<file path="src/rtl/sp_pkg.sv">
package sp_pkg;
  typedef enum logic [1:0] {
    PH_IDLE = 2'd0,
    PH_LOW  = 2'd1,
    PH_HIGH = 2'd2
  } phase_e;
endpackage

</file>
<file path="src/rtl/sp_prescale.sv">
// Sub-unit prescaler: counts input cycles within one divisor unit.
module sp_prescale #(
  parameter int PRE_W = 3
) (
  input  logic             clk,
  input  logic             rst_n,
  input  logic             clr,
  output logic [PRE_W-1:0] q,
  output logic             wrap
);
  logic [PRE_W-1:0] q_nxt;

  always_comb begin
    if (clr) q_nxt = '0;
    else     q_nxt = q + 1'b1;
  end

  always_ff @(posedge clk or negedge rst_n) begin
    if (!rst_n) q <= '0;
    else        q <= q_nxt;
  end

  assign wrap = &q;
endmodule

</file>
<file path="src/rtl/sp_unit_cnt.sv">
// Unit counter: counts whole divisor units inside the current phase.
module sp_unit_cnt #(
  parameter int DIV_W = 16
) (
  input  logic             clk,
  input  logic             rst_n,
  input  logic             clr,
  input  logic             inc,
  output logic [DIV_W-1:0] q
);
  logic [DIV_W-1:0] q_nxt;
  logic             q_en;

  always_comb begin
    q_en  = clr | inc;
    q_nxt = clr ? '0 : q + 1'b1;
  end

  always_ff @(posedge clk or negedge rst_n) begin
    if (!rst_n)    q <= '0;
    else if (q_en) q <= q_nxt;
  end
endmodule

</file>
<file path="src/rtl/sp_phase_ctrl.sv">
// Phase sequencer: idle/low/high state, divisor latch and strobe decode.
module sp_phase_ctrl
  import sp_pkg::*;
#(
  parameter int DIV_W = 16,
  parameter int PRE_W = 3
) (
  input  logic               clk,
  input  logic               rst_n,
  input  logic               en,
  input  logic [2*DIV_W-1:0] div_cfg,
  input  logic [PRE_W-1:0]   pre_q,
  input  logic               pre_wrap,
  input  logic [DIV_W-1:0]   unit_q,
  output logic               cnt_clr,
  output logic               scl,
  output logic               sda_stb,
  output logic               rise_stb,
  output logic               fall_stb
);
  localparam int POS_W = DIV_W + PRE_W;

  phase_e             st_q, st_nxt;
  logic [DIV_W-1:0]   lo_q, hi_q, lim;
  logic               load, phase_end, at_origin, scl_nxt;
  logic [POS_W-1:0]   pos, half_pos;
  logic [DIV_W:0]     lo_units;

  // next-state logic
  always_comb begin
    lim       = (st_q == PH_HIGH) ? hi_q : lo_q;
    phase_end = pre_wrap && (unit_q == lim);
    st_nxt    = st_q;
    unique case (st_q)
      PH_IDLE: st_nxt = en ? PH_LOW : PH_IDLE;
      PH_LOW:  st_nxt = !en ? PH_IDLE : (phase_end ? PH_HIGH : PH_LOW);
      PH_HIGH: st_nxt = !en ? PH_IDLE : (phase_end ? PH_LOW : PH_HIGH);
      default: st_nxt = PH_IDLE;
    endcase
    load    = en && ((st_q == PH_IDLE) || ((st_q == PH_HIGH) && phase_end));
    cnt_clr = !en || (st_q == PH_IDLE) || phase_end;
    scl_nxt = (st_nxt != PH_LOW);
  end

  // state and divisor registers
  always_ff @(posedge clk or negedge rst_n) begin
    if (!rst_n) begin
      st_q <= PH_IDLE;
      scl  <= 1'b1;
    end else begin
      st_q <= st_nxt;
      scl  <= scl_nxt;
    end
  end

  always_ff @(posedge clk or negedge rst_n) begin
    if (!rst_n) begin
      lo_q <= '0;
      hi_q <= '0;
    end else if (load) begin
      lo_q <= div_cfg[DIV_W-1:0];
      hi_q <= div_cfg[2*DIV_W-1:DIV_W];
    end
  end

  // strobe decode from registered state and counters
  always_comb begin
    at_origin = (pre_q == '0) && (unit_q == '0);
    pos       = {unit_q, pre_q};
    lo_units  = {1'b0, lo_q} + 1'b1;
    half_pos  = POS_W'(lo_units) << (PRE_W - 1);
    fall_stb  = (st_q == PH_LOW)  && at_origin;
    rise_stb  = (st_q == PH_HIGH) && at_origin;
    sda_stb   = (st_q == PH_LOW)  && (pos == half_pos);
  end
endmodule

</file>
<file path="src/rtl/scl_phase_gen.sv">
module scl_phase_gen #(
  parameter int DIV_W = 16,
  parameter int PRE_W = 3
) (
  input  logic               clk,
  input  logic               rst_n,
  input  logic               en,
  input  logic [2*DIV_W-1:0] div_cfg,
  output logic               scl,
  output logic               sda_stb,
  output logic               rise_stb,
  output logic               fall_stb
);
  logic [PRE_W-1:0] pre_q;
  logic             pre_wrap;
  logic [DIV_W-1:0] unit_q;
  logic             cnt_clr;

  sp_prescale #(.PRE_W(PRE_W)) u_pre (
    .clk   (clk),
    .rst_n (rst_n),
    .clr   (cnt_clr),
    .q     (pre_q),
    .wrap  (pre_wrap)
  );

  sp_unit_cnt #(.DIV_W(DIV_W)) u_unit (
    .clk   (clk),
    .rst_n (rst_n),
    .clr   (cnt_clr),
    .inc   (pre_wrap),
    .q     (unit_q)
  );

  sp_phase_ctrl #(.DIV_W(DIV_W), .PRE_W(PRE_W)) u_ctrl (
    .clk      (clk),
    .rst_n    (rst_n),
    .en       (en),
    .div_cfg  (div_cfg),
    .pre_q    (pre_q),
    .pre_wrap (pre_wrap),
    .unit_q   (unit_q),
    .cnt_clr  (cnt_clr),
    .scl      (scl),
    .sda_stb  (sda_stb),
    .rise_stb (rise_stb),
    .fall_stb (fall_stb)
  );
endmodule

</file>
<file path="config.mk">
export PLATFORM = sky130hd
export DESIGN_NAME = scl_phase_gen
export DESIGN_NICKNAME = d
export VERILOG_FILES = /design/src/rtl/sp_pkg.sv /design/src/rtl/sp_prescale.sv /design/src/rtl/sp_unit_cnt.sv /design/src/rtl/sp_phase_ctrl.sv /design/src/rtl/scl_phase_gen.sv
export SDC_FILE = /design/constraint.sdc
export NUM_CORES = 1
export LEC_CHECK = 0
export BUFFER_PORTS_ARGS = -buffer_cell sky130_fd_sc_hd__buf_2
export CORE_ASPECT_RATIO = 1.4
export CORE_MARGIN = 5
export CORE_UTILIZATION = 64
export DETAILED_ROUTE_END_ITERATION = 6
export PLACE_DENSITY = 0.84
export SLEW_MARGIN = 20
export SYNTH_ARGS = -nofsm -noshare
export SYNTH_HDL_FRONTEND = slang
export SYNTH_SLANG_ARGS = --single-unit
</file>
<file path="constraint.sdc">
create_clock -name clk -period 4.2 [get_ports clk]
set_clock_uncertainty 0.1 [all_clocks]
set_input_delay 0.63 -clock clk [delete_from_list [all_inputs] [get_ports clk]]
set_output_delay 0.63 -clock clk [all_outputs]
set_load 0.05 [all_outputs]
</file>
==> Implementation_results.wiki, run 1 <==
{| class="wikitable"
! Metric !! Value
|-
| Routed length on met3 || 593 microns
|-
| Largest net degree at the start of global routing || 67
|-
| Total wire length after detailed routing || 9830 microns
|-
| Number of synthesized register bits || 54
|-
| Routed length on met2 || approximately 5000 microns
|-
| Top sig layer || met4
|-
| Weighted congestion at the end of routability-driven global placement || around 0.9
|-
| First-pass GRT wire length || approximately 16000 microns
|-
| Clock root buffer || sky130_fd_sc_hd__clkbuf_8
|-
| Setup CP Type || register to output port
|-
| TritonCTS clock tree || done
|-
| Row count || 34
|-
| Cells taking the most area after synthesis || sky130_fd_sc_hd__dfrtp_1 33%, sky130_fd_sc_hd__o32ai_2 8.2%, sky130_fd_sc_hd__xnor2_1 6.4%
|-
| Power Dens Cells || 277 nW/um^2
|-
| Total number of H-tree levels || 2
|-
| Setup slack on the worst flop-to-flop path || around 0.92 ns
|-
| Leading register cell type out of synthesis || sky130_fd_sc_hd__dfrtp_1
|-
| Reg-to-Reg End || u_ctrl.lo_q[15]$_DFFE_PN0P_
|-
| I/O pins || 39
|-
| Clock transition time at the flip-flop clock pins of the worst setup and hold paths || 0.10 ns
|-
| Arrival time of the worst setup path || around 3.0 ns
|-
| Start of the worst register-to-register path || u_pre.q[0]$_DFF_PN0_
|-
| Most area-hungry cell type in the Yosys netlist || sky130_fd_sc_hd__dfrtp_1
|-
| Residual antenna-violating net count after detailed routing || 0
|-
| Netlist cell types || 55
|-
| Run status || completed
|-
| Max-cap check violation count || 0
|-
| Hpwl dp || about 7100 microns
|-
| Switching power total || approximately 0.36 mW
|-
| Capturing element type of the critical path || output port
|-
| Class of the tightest hold or removal check || input pin to asynchronous set/reset pin
|-
| Number of antenna violations at the first check in global routing || 0
|-
| Worst Hold Margin || 0.164 ns
|-
| Maximum vdd drop || 0.250 mV
|-
| Iteration-0 DRC Markers || 250
|-
| Router iterations before antenna repair || 4
|-
| Count of flip-flops with a built-in enable after synthesis || 0
|-
| Initial cell density of the core || 65.2%
|-
| Worst max-slew margin expressed relative to the limit || 46.6%
|-
| CTS max path bufs || 2
|-
| Sum of buffers and inverters on the critical path || 1
|-
| Critical path data required time || 3.47 ns
|-
| Per-cell via count in the routed design || 6.34
|-
| Synthesized instance count || 443
|-
| Slowest stage cell on the critical path || sky130_fd_sc_hd__dfrtp_1
|-
| Final-report hold violation count || 0
|-
| Area fraction of the dominant cell type after synthesis || 33.2%
|-
| Area of the die || 7940 sq um
|-
| Placeable core area || 6130 sq um
|-
| Mean instance size in the synthesized netlist || around 9 sq um
|-
| Number of buffers created by CTS || 5
|-
| Number of gates resized after cts || 0
|-
| Hold_buf cts || 0
|-
| Number of antenna diodes || 0
|-
| Crit path cell chain || ha_1 -> xnor2_1 -> nand4_1 -> a2111oi_0 -> nor4bb_1 -> o2111ai_1 -> a211oi_1 -> buf_2
|-
| Cell types with the highest counts after synthesis || 53 x sky130_fd_sc_hd__dfrtp_1, 51 x sky130_fd_sc_hd__inv_1, 39 x sky130_fd_sc_hd__o21ai_0, 35 x sky130_fd_sc_hd__nor2_1, 30 x sky130_fd_sc_hd__clkbuf_1
|-
| Fmax achieved || 269 MHz
|-
| Number of slew-limit violations in the final report || 0
|-
| Total of warnings raised by yosys || 0
|-
| Leak pwr || roughly 1.8 nW
|-
| Proportion of power drawn by combinational gates || approximately a fifth
|-
| Internal || 0.800 mW
|-
| Async set or reset register ratio after synthesis || 100%
|-
| Final worst path period need || 3.71 ns
|-
| Setup tns final || 0 ns
|-
| Total via count in the routed design || 3316
|-
| Total of endpoints with negative setup slack in the final report || 0
|-
| R2r worst-path depth || 8
|-
| Proportion of power drawn by the clock network || 26.0%
|-
| Die extent in x || about 77 microns
|-
| Vias in the first global route || 3218
|-
| Residual overflow from global routing || 0
|-
| Number of port buffers || 38
|-
| Instance area at placement || 4090 sq um
|-
| Syn_nets || 484
|-
| Pin slew with the least headroom to its limit || 0.800 ns
|-
| Flop pwr share || 54.6%
|-
| Dominant delay contributor by cell family on the critical path || compound AO/OA/AOI/OAI gates
|-
| Power Total || between 1 and 1.5 mW
|-
| Most used standard cell by instance count after synthesis || sky130_fd_sc_hd__dfrtp_1
|-
| Average routed wire per standard cell || 18.8 microns
|-
| Largest stage delay, worst path || 0.61 ns
|-
| Global-route usage over all layers || ~25%
|-
| Area Overhead vs Synth || 4.61%
|-
| Fraction of final layout cells with drive strength greater than 1 || 18.0%
|-
| Number of clock sinks || 54
|-
| RSZ-0062 raised after global routing || false
|-
| Post-synthesis instance area || 3990 sq um
|-
| Switching power as a share of total power || 30.8%
|-
| Crit-path max FO || 11
|-
| NumNets Final || roughly 490
|-
| Chip Height || 103 microns
|-
| WP depth || 8
|-
| Number of buffers inserted by post-CTS setup repair || 0
|-
| Portion of the post-synthesis area used by sequential elements || 33.9%
|-
| Fraction of the cycle the final worst path needs || between 80% and 90%
|-
| Worst skew pair latency || 0.31 ns
|-
| Fill cell count || 500
|-
| Routed length on met1 || between 4000 and 5000 microns
|-
| DRC violations left || 0
|-
| CP startpoint kind || register
|-
| Finished Cell Area || 4180 sq um
|}
==> stage by stage <==
step | setup slack [ns] | utilization [%] | cells
4_1_cts | 0.527 | 68.2 | 523
3_5_place_dp | 0.862 | 66.7 | 515
3_3_place_gp | 0.821 | 66.7 | 515
2_1_floorplan | 0.619 | - | 443
6_report | 0.487 | 68.2 | 523
5_1_grt | 0.337 | 68.2 | 523
==> metal layers <==
metal	vias to the layer above	track usage (%)
li1	1579	-
met1	1591	31.1
met2	127	44.7
met3	19	4.16
met4	0	9.56
met5	-	0
==> worst max path at each step <==
stage | start | endpoint | slack, ns
after floorplan | u_unit.q[1]$_DFFE_PN0P_ | fall_stb | 0.62
after CTS | u_ctrl.lo_q[0]$_DFFE_PN0P_ | sda_stb | 0.53
after detailed placement | u_ctrl.lo_q[0]$_DFFE_PN0P_ | sda_stb | 0.86
final | u_ctrl.lo_q[0]$_DFFE_PN0P_ | sda_stb | 0.49
after global routing | u_ctrl.lo_q[0]$_DFFE_PN0P_ | sda_stb | 0.34
after global placement | u_ctrl.lo_q[0]$_DFFE_PN0P_ | sda_stb | 0.82
==> area by class of cell <==
class | count | area, sq um | share of cell area [%]
Multi-Input combinational cell | 294 | 2220 | 53.1
Sequential cell | 54 | 1350 | 32.4
Timing Repair Buffer | 44 | 235 | 5.63
Inverter | 51 | 191 | 4.58
Clock buffer | 8 | 90.1 | 2.16
Tap cell | 72 | 90.1 | 2.16
==> layout by cell type, fill, tap and decap left out, types with 6 or more instances in the layout <==
master and instances:
sky130_fd_sc_hd__buf_2 38, sky130_fd_sc_hd__nand3_1 14, sky130_fd_sc_hd__mux2i_1 7, sky130_fd_sc_hd__buf_4 6, sky130_fd_sc_hd__nand2b_1 6, sky130_fd_sc_hd__xor2_1 20, sky130_fd_sc_hd__nand2_1 17, sky130_fd_sc_hd__o32ai_1 12
sky130_fd_sc_hd__a211oi_1 7, sky130_fd_sc_hd__clkbuf_8 6, sky130_fd_sc_hd__inv_1 51, sky130_fd_sc_hd__dfrtp_1 53, sky130_fd_sc_hd__nand4_1 10, sky130_fd_sc_hd__o32ai_2 20, sky130_fd_sc_hd__ha_1 6, sky130_fd_sc_hd__o21ai_0 39
sky130_fd_sc_hd__xnor2_1 29, sky130_fd_sc_hd__nor2_1 35
==> cells by family after synthesis <==
| logic type | after synthesis | synth area share, % |
|---|---|---|
| and+or+nand+nor | 121 | 16.7 |
| AOI/OAI and AO/OA | 110 | 24.0 |
| buffers and inverters | 95 | 10.7 |
| DFF | 54 | 33.9 |
| xor gates and xnor gates | 49 | 10.8 |
| muxes | 8 | 2.04 |
| adders and majority gates | 6 | 1.88 |
==> power groups by stage <==
stage / Combinational (mW) / Clock (mW) / Sequential (mW)
floorplan: 0.190 / 0 / 0.595
global placement: 0.216 / 0 / 0.637
detailed placement: 0.224 / 0 / 0.638
CTS: 0.225 / 0.300 / 0.628
global route: 0.251 / 0.321 / 0.635
finish: 0.224 / 0.300 / 0.631
==> registers in the layout, indices dropped and copies added (netlist names) <==
register     count
u_ctrl.hi_q     16
u_ctrl.lo_q     16
u_unit.q        16
u_pre.q          3
u_ctrl.st_q      2
u_ctrl.scl       1
(Power assumes the default switching activity.)
==> inputs of run 2 (changes only) <==
--- a/config.mk
+++ b/config.mk
@@ -6,8 +6,8 @@
 export NUM_CORES = 1
 export LEC_CHECK = 0
 export BUFFER_PORTS_ARGS = -buffer_cell sky130_fd_sc_hd__buf_2
+export CAP_MARGIN = 5
 export CORE_ASPECT_RATIO = 1.4
-export CORE_MARGIN = 5
 export CORE_UTILIZATION = 64
 export DETAILED_ROUTE_END_ITERATION = 6
 export PLACE_DENSITY = 0.84
==> run 2 against run 1 <==
Net effect: cell count fell by 0.57%; clock power fell by 8.3%; global-route usage rose by 6.4 points; critical path type unchanged; largest cell class unchanged.
==> Implementation_results.wiki, run 2 (synthesized netlist as in run 1, its figures left out) <==
{| class="wikitable"
! Metric !! Value
|-
| Minimum setup slack after placement || 1.01 ns (+0.151 ns)
|-
| Internal || 0.784 mW (-2.0%)
|-
| Residual overflow from global routing || 0 (unchanged)
|-
| Die extent in x || 68.7 microns (-10%)
|-
| Run status || completed
|-
| Average routed wire per standard cell || 17.7 microns (-5.8%)
|-
| Area Overhead vs Synth || 4.11%
|-
| Fraction of final layout cells with drive strength greater than 1 || 17.6% (-0.40 points)
|-
| Number of slew-limit violations in the final report || 0 (unchanged)
|-
| Vias in the first global route || 3293 (+2.3%)
|-
| CP startpoint kind || register
|-
| Residual antenna-violating net count after detailed routing || 0 (unchanged)
|-
| Number of antenna violations at the first check in global routing || 0 (unchanged)
|-
| Fmax achieved || 280 MHz (+4.0%)
|-
| Class of the tightest hold or removal check || input pin to asynchronous set/reset pin
|-
| Area of the die || 6560 sq um (-17%)
|-
| Chip Height || 95.4 microns (-7.7%)
|-
| Placeable core area || 5950 sq um (-2.9%)
|-
| Number of gates resized after cts || 0 (unchanged)
|-
| Number of clock sinks || 54 (unchanged)
|-
| Max-cap check violation count || 0 (unchanged)
|-
| Row count || 33 (-2.9%)
|-
| Power Total || 1.13 mW (-2.5%)
|-
| Switching power total || 0.342 mW (-3.7%)
|-
| Number of port buffers || 38 (unchanged)
|-
| Number of buffers inserted by post-CTS setup repair || 0 (unchanged)
|-
| Final-report hold violation count || 0 (unchanged)
|-
| Critical path data required time || 3.47 ns (about the same)
|-
| Final worst path period need || 3.57 ns (-0.144 ns)
|-
| Global-route usage over all layers || 31.7% (+6.4 points)
|-
| Largest net degree at the start of global routing || 63 (-6.0%)
|-
| Slowest stage cell on the critical path || sky130_fd_sc_hd__dfrtp_1
|-
| Proportion of power drawn by combinational gates || 19.9% (+0.5 points)
|-
| Setup tns final || 0 ns (unchanged)
|-
| Leak pwr || 1.77 nW (-0.64%)
|-
| Worst max-slew margin expressed relative to the limit || 48.9% (+2.3 points)
|-
| Crit-path max FO || 11 (unchanged)
|-
| Most common library cell in the layout ignoring fill and taps || sky130_fd_sc_hd__dfrtp_1
|-
| Number of buffers created by CTS || 5 (unchanged)
|-
| Switching power as a share of total power || 30.4% (-0.38 points)
|-
| Router iterations before antenna repair || 5 (+1)
|-
| Total via count in the routed design || 3340 (+0.72%)
|-
| Worst Hold Margin || 0.166 ns (+0.00147 ns)
|-
| Top flop regs || u_ctrl.hi_q x16, u_ctrl.lo_q x16, u_unit.q x16
|-
| Hpwl dp || 6680 microns (-6.5%)
|-
| Arrival time of the worst setup path || 2.84 ns (-0.14 ns)
|-
| NumNets Final || 490 (-0.20%)
|-
| RSZ-0062 raised after global routing || false
|-
| Weighted congestion at the end of routability-driven global placement || 0.989 (+7.5%)
|-
| Largest stage delay, worst path || 0.52 ns (-0.09 ns)
|-
| Number of antenna diodes || 0 (unchanged)
|-
| Crit path cell chain || ha_1 -> xnor2_1 -> nand4_1 -> a2111oi_0 -> nor4bb_1 -> o2111ai_1 -> a211oi_1 -> buf_2
|-
| Hold_buf cts || 0 (unchanged)
|-
| Fraction of the cycle the final worst path needs || 85.0% (-3.4 points)
|-
| TritonCTS clock tree || done
|-
| Setup CP Type || register to output port
|-
| First-pass GRT wire length || 15500 microns (-4.1%)
|-
| Most frequent cells in the layout || 53 x sky130_fd_sc_hd__dfrtp_1, 51 x sky130_fd_sc_hd__inv_1, 39 x sky130_fd_sc_hd__o21ai_0
|-
| Total wire length after detailed routing || 9210 microns (-6.3%)
|-
| DRC violations left || 0 (unchanged)
|-
| Clock transition time at the flip-flop clock pins of the worst setup and hold paths || 0.09 ns (about the same)
|-
| Per-cell via count in the routed design || 6.42 (+1.3%)
|-
| Proportion of power drawn by the clock network || 24.5% (-1.5 points)
|-
| Iteration-0 DRC Markers || 307 (+23%)
|-
| CTS max path bufs || 2 (unchanged)
|-
| Initial cell density of the core || 67.1% (+2.0 points)
|-
| Power Dens Cells || 271 nW/um^2 (-2.0%)
|-
| Clock root buffer || sky130_fd_sc_hd__clkbuf_8
|-
| Pin slew with the least headroom to its limit || 0.766 ns (-0.0346 ns)
|-
| Total of endpoints with negative setup slack in the final report || 0 (unchanged)
|-
| Total number of H-tree levels || 2 (unchanged)
|-
| Maximum vdd drop || 0.279 mV (+12%)
|-
| Worst skew pair latency || 0.31 ns (about the same)
|-
| Capturing element type of the critical path || output port
|-
| Flop pwr share || 55.6% (+1.0 points)
|-
| I/O pins || 39 (unchanged)
|-
| PnR worst setup slack || 0.632 ns (+0.144 ns)
|}
==> run 2: cell types whose count changed in the layout (fill, tap and decap cells not counted), sizes merged <==
cell,previous run,this run
buf,44,43
==> run 2: layout make-up <==
cell class | count | area (sq um)
Clock buffer | 8 | 80.1
Fill cell | 488 | 1790
Inverter | 51 | 191
Multi-Input combinational cell | 294 | 2220
Sequential cell | 54 | 1350
Tap cell | 70 | 87.6
Timing Repair Buffer | 43 | 228
==> run 2: power by group through the flow <==
stage               clock, mW  sequential, mW  combinational (mW)
floorplan                   0           0.595               0.190
global placement            0           0.633               0.215
detailed placement          0           0.635               0.223
CTS                     0.282           0.624               0.225
global route            0.298           0.634               0.250
finish                  0.275           0.627               0.224
==> run 2: worst paths after layout <==
kind,startpoint,end,slack [ns],cells past startpoint
min,rst_n,u_ctrl.hi_q[0]$_DFFE_PN0P_,0.17,1
min in group clk,u_pre.q[0]$_DFF_PN0_,u_pre.q[0]$_DFF_PN0_,0.36,1
max in group asynchronous,rst_n,u_ctrl.scl$_DFF_PN1_,3.02,2
min reg2reg,u_pre.q[0]$_DFF_PN0_,u_pre.q[0]$_DFF_PN0_,0.36,1
max reg2reg,u_ctrl.st_q[1]$_DFF_PN0_,u_ctrl.lo_q[8]$_DFFE_PN0P_,1.04,7
max,u_ctrl.lo_q[0]$_DFFE_PN0P_,sda_stb,0.63,8
==> run 2: routing by layer <==
metal / GRT usage, % / part of all wire, % / wire [microns] / vias up
met2: 51.2 / 50 / 4610 / 117
met4: 17.2 / 4.5 / 418 / 0
met3: 5.02 / 5.3 / 485 / 36
li1: - / - / - / 1578
met5: 0 / 0 / 0 / -
met1: 39.7 / 40 / 3700 / 1609
==> run 2: critical path, delay by kind of cell (launching register included) <==
family	cells	cell delay (ns)
AO/OA/AOI/OAI	3	0.75
flip-flops	1	0.52
AND/OR/NAND/NOR	2	0.43
adder cells (fa/ha/maj)	1	0.39
buffers and inverters	1	0.29
XOR/XNOR	1	0.15
==> run 2: per-stage QoR <==
step | util, % | instance area (sq um) | instances
CTS | 69.9 | 4160 | 520
detailed placement | 68.5 | 4080 | 512
finish | 69.9 | 4160 | 520
global route | 69.9 | 4160 | 520
global placement | 68.5 | 4080 | 512
floorplan | - | 3990 | 443
==> inputs of run 3 (changes only) <==
--- a/config.mk
+++ b/config.mk
@@ -8,9 +8,9 @@
 export BUFFER_PORTS_ARGS = -buffer_cell sky130_fd_sc_hd__buf_2
 export CAP_MARGIN = 5
 export CORE_ASPECT_RATIO = 1.4
-export CORE_UTILIZATION = 64
+export CORE_UTILIZATION = 60
 export DETAILED_ROUTE_END_ITERATION = 6
-export PLACE_DENSITY = 0.84
+export PLACE_DENSITY = 0.8
 export SLEW_MARGIN = 20
 export SYNTH_ARGS = -nofsm -noshare
 export SYNTH_HDL_FRONTEND = slang
==> constraint.sdc (replaced) <==
create_clock -name clk -period 3.4 [get_ports clk]
set_clock_uncertainty 0.1 [all_clocks]
set_input_delay 0.51 -clock clk [delete_from_list [all_inputs] [get_ports clk]]
set_output_delay 0.51 -clock clk [all_outputs]
set_load 0.05 [all_outputs]
==> run 3 against run 2 <==
Net effect: total power up 28%; register-to-register slack worse by 0.68 ns; sequential power up 23%; flip-flop and latch count unchanged; utilization down 2.2 points; combinational power up 33%; critical path type unchanged; die area up 6.5%; non-clock buffer count up 12; highest routed layer unchanged; global-route usage down 2.6 points; first-iteration DRC count up 7.5%; clock-buffer cell count down 1.
==> Implementation_results.wiki, run 3 (synthesized netlist as in run 1, its figures left out) <==
{| class="wikitable"
! Metric !! Value
|-
| Run status || completed
|-
| Class of the tightest hold or removal check || input pin to asynchronous set/reset pin
|-
| Area Overhead vs Synth || 7.46%
|-
| Number of port buffers || 38 (unchanged)
|-
| Iteration-0 DRC Markers || 330 (+7.5%)
|-
| Number of buffers created by CTS || 5 (unchanged)
|-
| Die extent in x || 70.9 microns (+3.2%)
|-
| Average routed wire per standard cell || 18.1 microns (+2.0%)
|-
| NumNets Final || 502 (+2.4%)
|-
| Crit-path max FO || 7 (-4)
|-
| Fraction of final layout cells with drive strength greater than 1 || 21.0% (+3.4 points)
|-
| Area taken by flip-flops and latches || 1360 sq um (+0.18%)
|-
| Number of slew-limit violations in the final report || 0 (unchanged)
|-
| Placeable core area || 6340 sq um (+6.6%)
|-
| Most frequent cells in the layout || 51 x sky130_fd_sc_hd__inv_1, 51 x sky130_fd_sc_hd__dfrtp_1, 39 x sky130_fd_sc_hd__o21ai_0
|-
| Per-cell via count in the routed design || 6.43 (about the same)
|-
| Total wire length after detailed routing || 9640 microns (+4.7%)
|-
| Top flop regs || u_ctrl.hi_q x16, u_ctrl.lo_q x16, u_unit.q x16
|-
| Setup slack on the worst flop-to-flop path || 0.36 ns (-0.68 ns)
|-
| PnR worst setup slack || 0.140 ns (-0.492 ns)
|-
| Number of antenna violations at the first check in global routing || 0 (unchanged)
|-
| Clock transition time at the flip-flop clock pins of the worst setup and hold paths || 0.10 ns (about the same)
|-
| Weighted congestion at the end of routability-driven global placement || 0.955 (-3.5%)
|-
| Chip Height || 98.5 microns (+3.2%)
|-
| Clock root buffer || sky130_fd_sc_hd__clkbuf_8
|-
| Number of clock sinks || 54 (unchanged)
|-
| Dominant delay contributor by cell family on the critical path || compound AO/OA/AOI/OAI gates
|-
| Capturing element type of the critical path || output port
|-
| Setup CP Type || register to output port
|-
| Slowest stage cell on the critical path || sky130_fd_sc_hd__dfrtp_2
|-
| Arrival time of the worst setup path || 2.65 ns (-0.19 ns)
|-
| Crit path cell chain || ha_1 -> xnor2_1 -> nand4_1 -> a2111oi_1 -> nor4bb_2 -> o2111ai_1 -> a211oi_1 -> buf_4
|-
| Initial cell density of the core || 63.0% (-4.2 points)
|-
| Worst Hold Margin || 0.120 ns (-0.0455 ns)
|-
| Worst max-slew margin expressed relative to the limit || 48.7% (-0.21 points)
|-
| Critical path data required time || 2.79 ns (-0.68 ns)
|-
| First-pass GRT wire length || 16300 microns (+5.2%)
|-
| DRC violations left || 0 (unchanged)
|-
| Leak pwr || 1.85 nW (+4.1%)
|-
| CTS max path bufs || 2 (unchanged)
|-
| I/O pins || 39 (unchanged)
|-
| Row count || 34 (+3.0%)
|-
| R2r worst-path depth || 7 (unchanged)
|-
| Total via count in the routed design || 3433 (+2.8%)
|-
| Sum of buffers and inverters on the critical path || 1 (unchanged)
|-
| Area taken by multi-input logic gates || 2230 sq um (+0.56%)
|-
| Final worst path period need || 3.26 ns
|-
| Fin cells || 534 (+2.7%)
|-
| Vias in the first global route || 3436 (+4.3%)
|-
| Worst skew pair latency || 0.31 ns (about the same)
|-
| Area of the die || 6990 sq um (+6.5%)
|-
| Fill cell count || 514 (+5.3%)
|-
| Minimum setup slack after placement || 0.330 ns (-0.684 ns)
|-
| Pin slew with the least headroom to its limit || 0.769 ns (+0.00311 ns)
|-
| Final-report hold violation count || 0 (unchanged)
|-
| Max-cap check violation count || 0 (unchanged)
|-
| CP startpoint kind || register
|-
| Hpwl dp || 6960 microns (+4.2%)
|-
| Residual overflow from global routing || 0 (unchanged)
|-
| Total number of H-tree levels || 2 (unchanged)
|-
| Power Dens Cells || 336 nW/um^2 (+24%)
|-
| Number of antenna diodes || 0 (unchanged)
|-
| TritonCTS clock tree || done
|-
| Largest net degree at the start of global routing || 37 (-41%)
|-
| Setup tns final || 0 ns (unchanged)
|-
| Finished Cell Area || 4290 sq um (+3.2%)
|-
| Maximum vdd drop || 0.270 mV (-3.5%)
|-
| Start of the worst register-to-register path || u_ctrl.st_q[0]$_DFF_PN0_
|-
| Total of endpoints with negative setup slack in the final report || 0 (unchanged)
|-
| Largest stage delay, worst path || 0.46 ns (-0.06 ns)
|-
| Global-route usage over all layers || 29.1% (-2.6 points)
|-
| Residual antenna-violating net count after detailed routing || 0 (unchanged)
|-
| Fraction of the cycle the final worst path needs || 95.9%
|-
| Fmax achieved || roughly 310 MHz
|-
| Instance area at placement || 4150 sq um (+1.8%)
|-
| Router iterations before antenna repair || 7 (+2)
|-
| Hold_buf cts || 0 (unchanged)
|-
| Reg-to-Reg End || u_ctrl.hi_q[13]$_DFFE_PN0P_
|-
| Cell total after placement || 521 (+1.8%)
|}
-- run 3: changes by cell type in the layout (fill, tap and decap cells not counted), sizes merged --
cell / delta
clkinv: +1
clkbuf: -1
buf: +12
-- run 3: how the worst max path moves through the flow --
stage,from,to,slack [ns],depth (start not counted)
CTS,u_ctrl.lo_q[0]$_DFFE_PN0P_,sda_stb,0.04,8
floorplan,u_ctrl.lo_q[2]$_DFFE_PN0P_,sda_stb,0.01,7
global placement,u_ctrl.lo_q[0]$_DFFE_PN0P_,sda_stb,0.47,8
detailed placement,u_ctrl.lo_q[0]$_DFFE_PN0P_,sda_stb,0.33,8
finish,u_ctrl.lo_q[0]$_DFFE_PN0P_,sda_stb,0.14,8
global route,u_ctrl.lo_q[0]$_DFFE_PN0P_,sda_stb,-0.005,8
-- run 3: cell type report --
cell class	instances	share of cell area [%]
clock buffer	7	2.01
clock inverter	1	0.117
inverter	51	4.46
multi-input combinational	294	52.0
sequential	54	31.6
tap	72	2.10
timing repair buffer	55	7.76
-- run 3: power breakdown --
part           switching, mW  total, mW  internal (mW)  leakage, nW
registers             0.0795      0.772          0.692        0.693
clock network          0.207      0.372          0.165       0.0482
logic                  0.157      0.297          0.140         1.10
total                  0.443       1.44          0.998         1.85
-- run 3: through the flow --
| stage | util [%] | power, mW |
|---|---|---|
| after floorplan | - | 0.971 |
| after global placement | 65.4 | 1.05 |
| after detailed placement | 65.4 | 1.06 |
| after CTS | 66.9 | 1.43 |
| after global routing | 67.7 | 1.51 |
| final | 67.7 | 1.44 |
-- run 3: worst reg2reg max path, cell delays in order (launching register included) --
cell,delay [ns]
sky130_fd_sc_hd__dfrtp_1,0.46
sky130_fd_sc_hd__nand2b_1,0.52
sky130_fd_sc_hd__nand4_1,0.23
sky130_fd_sc_hd__o221ai_1,0.23
sky130_fd_sc_hd__o211ai_1,0.31
sky130_fd_sc_hd__o41a_1,0.52
sky130_fd_sc_hd__buf_4,0.28
sky130_fd_sc_hd__o32ai_1,0.29
-- run 3: what timing repair did --
| item | CTS | global route |
|---|---|---|
| endpoints found under the hold margin | 0 | 0 |
| endpoints found under the setup margin | 1 | 1 |
| setup buffers | 0 | 5 |
| resized for setup | 1 | 4 |
-- run 3: metal layers --
metal  routed length, microns  share of wire [%]  vias to the layer above  global-route usage, %
met5                        0                  0                        -                      0
met1                     3860                 40                     1630                   36.4
met2                     4810                 50                      154                   49.6
met4                      480                5.0                        0                   14.5
met3                      496                5.1                       51                   3.07
li1                         -                  -                     1598                      -
